--- src/rtl/mem_delay_line.sv ---
module mem_delay_line #(
  parameter int W           = 16,
  parameter int N           = 256,
  parameter int DW          = $clog2(N + 1),
  parameter bit WRITE_FIRST = 1'b1
) (
  input  logic          clk,
  input  logic          rst,
  input  logic          in_en,
  input  logic [W-1:0]  in_data,
  input  logic [DW-1:0] delay_sel,
  output logic [W-1:0]  out_data,
  output logic          out_valid,
  output logic          cfg_err
);
  localparam int AW = $clog2(N);

  logic [W-1:0]  mem [N];
  logic [W-1:0]  rd_q;
  logic [AW-1:0] wptr, raddr, back;
  logic [DW-1:0] d_eff, d_q, fill, base;
  logic [DW:0]   fill_inc;
  logic          bad, chg;

  assign bad      = (delay_sel == '0) || (delay_sel > DW'(N));
  assign d_eff    = (delay_sel == '0) ? DW'(1) : (delay_sel > DW'(N) ? DW'(N) : delay_sel);
  assign chg      = d_eff != d_q;
  assign base     = chg ? '0 : fill;
  assign fill_inc = {1'b0, base} + (DW+1)'(1);
  assign back     = AW'(d_eff - DW'(1));
  assign raddr    = (wptr >= back) ? wptr - back : wptr - back + AW'(N);

  always_ff @(posedge clk) begin
    if (rst) begin
      wptr      <= '0;
      fill      <= '0;
      d_q       <= DW'(1);
      out_valid <= 1'b0;
      cfg_err   <= 1'b0;
    end else begin
      cfg_err <= cfg_err | bad;
      d_q     <= d_eff;
      if (in_en) begin
        wptr      <= (wptr == AW'(N - 1)) ? '0 : wptr + AW'(1);
        fill      <= (fill_inc > (DW+1)'(N)) ? DW'(N) : fill_inc[DW-1:0];
        out_valid <= fill_inc >= {1'b0, d_eff};
      end else if (chg) begin
        fill      <= '0;
        out_valid <= 1'b0;
      end
    end
  end

  generate
    if (WRITE_FIRST) begin : g_wf
      always_ff @(posedge clk) begin
        if (in_en) begin
          mem[wptr] <= in_data;
          rd_q      <= (raddr == wptr) ? in_data : mem[raddr];
        end
      end
      assign out_data = rd_q;
    end else begin : g_rf
      logic [W-1:0] byp_q;
      logic         fwd_q;
      always_ff @(posedge clk) begin
        if (in_en) begin
          mem[wptr] <= in_data;
          rd_q      <= mem[raddr];
          byp_q     <= in_data;
          fwd_q     <= raddr == wptr;
        end
      end
      assign out_data = fwd_q ? byp_q : rd_q;
    end
  endgenerate

  p_hold_r3: assert property (@(posedge clk) disable iff (rst)
    (!in_en && !chg) |=> ($stable(out_data) && $stable(out_valid)));
  p_valid_needs_sample_r6: assert property (@(posedge clk) disable iff (rst)
    $rose(out_valid) |-> $past(in_en));
  p_fill_bound_r5: assert property (@(posedge clk) disable iff (rst)
    (fill <= DW'(N)) && (wptr <= AW'(N - 1)));
  p_change_drops_valid_r7: assert property (@(posedge clk) disable iff (rst)
    (chg && d_eff != DW'(1)) |=> !out_valid);
  p_err_set_r8: assert property (@(posedge clk) disable iff (rst)
    bad |=> cfg_err);
  p_err_sticky_r9: assert property (@(posedge clk) disable iff (rst)
    cfg_err |=> cfg_err);
endmodule

--- config.mk ---
export PLATFORM = sky130hd
export DESIGN_NAME = mem_delay_line
export DESIGN_NICKNAME = d
export VERILOG_FILES = /design/src/rtl/mem_delay_line.sv
export SDC_FILE = /design/constraint.sdc
export NUM_CORES = 2
export LEC_CHECK = 0
export BUFFER_PORTS_ARGS = -buffer_cell sky130_fd_sc_hd__buf_4
export CAP_MARGIN = 20
export CELL_PAD_IN_SITES_DETAIL_PLACEMENT = 2
export CELL_PAD_IN_SITES_GLOBAL_PLACEMENT = 2
export CORE_UTILIZATION = 51
export DETAILED_ROUTE_END_ITERATION = 12
export GPL_TIMING_DRIVEN = 0
export PLACE_DENSITY = 0.78
export RECOVER_POWER = 25
export SLEW_MARGIN = 20
export SYNTH_ARGS = -nofsm -noshare
export SYNTH_HDL_FRONTEND = slang
export SYNTH_SLANG_ARGS = --single-unit
--- constraint.sdc ---
create_clock -name clk -period 5.9 [get_ports clk]
set_clock_uncertainty 0.15 [all_clocks]
set_input_delay 0.295 -clock clk [delete_from_list [all_inputs] [get_ports clk]]
set_output_delay 0.295 -clock clk [all_outputs]
set_load 0.03 [all_outputs]
==> results.yml, run 1 <==
synthesis:
  synth_cells: 7650
  synth_edf_count: 4112
  synthesis.nets: 7710
  synth_flop_cell: "edfxtp_1"
  ys_top_cells_by_count: "edfxtp_1 (4,112), mux4_2 (1,029), nand2_1 (583)"
  synthesis.area_um2: 161000
  synth.area.top_cells: "edfxtp_1 (77%), mux4_2 (14%), nand2_1 (1.4%)"
  synth_top_area_share_pct: 76.7
  ys_types: 76
  synthArstFlopShare_pct: 0
  syn_area_per_cell_um2: 21.0
  seq_area_frac_synth_pct: 77.0
  yosysMostFrequentCell: "edfxtp_1"
  ys_warn_count: 0
  synth_top_area_cell: "edfxtp_1"
  synth-seq-cells: 4140
floorplanning:
  top_level_ports: 46
  row_count: 205
  initial_core_util_pct: 51.5
  die_w_um: 564
  dieHeight_um: 564
placed_design:
  dpl.hpwl_um: 589000
  gp_congestion: 1.05
  port_buffers: 44
run_status:
  error: "[ERROR DPL-0033] detailed placement checks failed during check placement."
  status: "stopped before the end"
  failing_step: "3_5_place_dp"
-- cell families after synthesis --
kind of cell / count (synthesis) / share of synthesized area, %
adder cells (fa/ha/maj): 32 / 0.253
AO/OA/AOI/OAI: 375 / 1.69
buffers and inverters: 482 / 1.61
multiplexers: 1141 / 15.1
AND/OR/NAND/NOR: 1450 / 4.14
flip-flops: 4140 / 77.0
XOR/XNOR: 30 / 0.168
-- through the flow --
step | setup WS (ps) | instances
floorplan | 1640 | 7650
global placement | -4510 | 11800
==> run 2, diff against run 1 <==
Settings changed: CELL_PAD_IN_SITES_DETAIL_PLACEMENT 2 to unset, CELL_PAD_IN_SITES_GLOBAL_PLACEMENT 2 to unset, CORE_UTILIZATION 51 to 40, PLACE_DENSITY 0.78 to unset, PLACE_DENSITY_LB_ADDON set to 0.15.
==> run 2 against run 1 <==
- the flow now finishes, with violations (capacitance limit, slew limit, setup timing)
- area after synthesis unchanged
- synthesized cell count unchanged
==> results.yml, run 2 <==
detailed_routing:
  maxUsedRoutingLayer: "met5"
  drc: 0
  drt_wl_total_um: 687000
  route.met3.wl_um: 90000
  dr.pass1.iters: 6
  first_iter_violations: 15900
  route.vias.total: 92100
  wl_met2_um: 293000
  ant_nets: 0
  vias_per_cell: 6.49
  routedWlPerCell_um: 48.4
  met1_length_um: 249000
synthesis:
  synth_top_area_cell: "edfxtp_1"
  synthArstFlopShare_pct: 0
  synthesis.nets: 7710
  yosysMostFrequentCell: "edfxtp_1"
  synth.area.top_cells: "edfxtp_1 (77%), mux4_2 (14%), nand2_1 (1.4%)"
  seq_area_frac_synth_pct: 77.0
  synth-seq-cells: 4140
  synth_flop_cell: "edfxtp_1"
  ys_types: 76
  synth_cells: 7650
  ys_top_cells_by_count: "edfxtp_1 (4,112), mux4_2 (1,029), nand2_1 (583)"
  synthesis.area_um2: 161000
  synth_edf_count: 4112
  synth_top_area_share_pct: 76.7
  ys_warn_count: 0
  syn_area_per_cell_um2: 21.0
global_routing:
  grt_use_total_pct: 33.5
  grt_antenna_before_repair: 79
  grt_max_degree: 136
  grt_pass1_wl_um: 877000
  gr-total-overflow: 0
  grt_pass1_vias: 87100
worst_setup_path:
  cp-end-kind: "flop"
  cp_data_required_time_ps: 6440
  crit_type: "flop to flop"
  critPathMaxFanout: 10
  cp-start-kind: "flop"
  critical_path_arrival_ps: 6700
timing:
  rsz0062_at_grt: "yes"
  holdWs_ps: 49.4
  period_needed_ps: 6160
  fin_ws_ps: -258
  max_slew.worst_pin.slew_ps: 6060
  hold_violations: 0
  maxSlewHeadroom_pct: -304
  period_share_pct: 104
  max_freq_mhz: 162
  finalSetupViolCount: 40
  maxSlewViolCount: 3051
clocking:
  cts_made_buffers: 438
  clock_sinks: 4140
  htreeDepth: 5
  clk-insertion-delay-late_ps: 1020
  clock-root-buffer: "clkbuf_16"
  cts_buffer_depth: 4
  clkTransAtPathRegs_ps: 60
  cts_tree: "built"
floorplanning:
  die_w_um: 636
  top_level_ports: 46
  dieHeight_um: 636
  die_area_um2: 405000
  row_count: 232
  fp.coreArea_um2: 400000
  initial_core_util_pct: 40.3
power_and_ir_drop:
  netSwitchingPower_mw: 20.6
  power_density_nw_per_um2: 374
  p_comb_share_pct: 16.9
  pwr-share-clk_pct: 38.1
  p_sw_share_pct: 28.5
  pwr-share-seq_pct: 45.0
  ir_worst_vdd_v: 0.000263
  p_leak_nw: 60.9
  p_int_mw: 51.7
placed_design:
  port_buffers: 44
  dpl.hpwl_um: 486000
  dp_slack_ps: -2650
  gp_congestion: 1.07
layout:
  fin_util_pct: 48.3
  layout_common_cells: "edfxtp_1 (4,112), mux4_2 (1,029), nand2_1 (581), clkbuf_16 (443), nor2_4 (256)"
  nets: 8574
  largest-register: "mem"
  largest_register_ff_count: 4096
  area_growth_pct: 20.1
  final_common_cell: "edfxtp_1"
  drive_above_1_share_pct: 31.0
flow_run:
  cap_viol_max_count: 34
run_status:
  violations: "capacitance limit, slew limit, setup timing"
  status: "finished, violations left"
worst_hold_path:
  holdCritPathClass: "primary input to flop"
## run 2: cell type report
cell class,instances,area (um2)
diodes,52,130
plain buffers,459,3210
clock buffers,545,11500
clock inverters,254,2560
fillers,32600,207000
inverters,15,56.3
multi-input cells,3028,36800
flip-flops and latches,4140,124000
well taps,5265,6590
repair buffers,432,8510
## run 2: path summary, 6_finish.rpt
path	from	endpoint	slack (ps)	cells after the start
max	wptr[1]	out_data[11]	-260	15
min	delay_sel[5]	d_q[5]	50	3
max reg2reg	wptr[1]	out_data[11]	-260	15
min reg2reg	cfg_err	cfg_err	300	2
## run 2: power groups by stage
stage	Combinational, mW	Clock (mW)	Sequential, mW
finish	12.2	27.5	32.5
CTS	11.8	27.6	32.4
detailed placement	11.5	0	33.0
floorplan	4.66	0	33.1
global placement	10.9	0	33.1
global route	12.0	28.6	32.5
## run 2: cells by family (layout without fill, tap and decap cells)
family	count (synthesis)	after routing	share of synthesized area [%]
xor gates and xnor gates	30	30	0.168
other	0	52	0
AOI/OAI and AO/OA	375	375	1.69
adders and majority gates	32	32	0.253
buffers and inverters	482	1705	1.61
DFF	4140	4140	77.0
and+or+nand+nor	1450	1450	4.14
muxes	1141	1141	15.1
## run 2: routing by layer
layer / global-route usage (%) / vias to the layer above
met1: 43.4 / 49700
met4: 21.7 / 28
met2: 47.9 / 7049
met3: 11.8 / 1555
li1: - / 33700
met5: 0 / -
## run 2: stage by stage
stage                     std cells  setup TNS [ps]  instance area [um2]  power [mW]
after floorplan                7650               0               161000        37.8
after global placement        13000          -83420               168000        44.0
after detailed placement      13300          -33690               179000        44.6
after CTS                     14100           -60.9               194000        71.8
after global routing          14100           -3.55               193000        73.1
final                         14200           -2500               193000        72.2
## run 2: repair_timing
item	4_1_cts	5_1_grt
pin swaps	3	8
hold buffers	38	0
resized for setup	203	65
setup endpoints to repair	16	19
setup buffers	0	1
hold endpoints to repair	2546	0
## run 2: worst max-delay path, cell delays in order (launching register included)
cell,delay (ps)
dfxtp_1,540
inv_1,260
ha_1,340
inv_1,40
ha_1,200
a211o_1,360
and4_1,240
nor3_2,330
buf_4,260
buf_2,440
clkbuf_1,930
nand4_1,720
nand3_1,400
o21ai_0,110
a21oi_1,290
o21ai_4,170
Power figures use the tool's default switching activity.
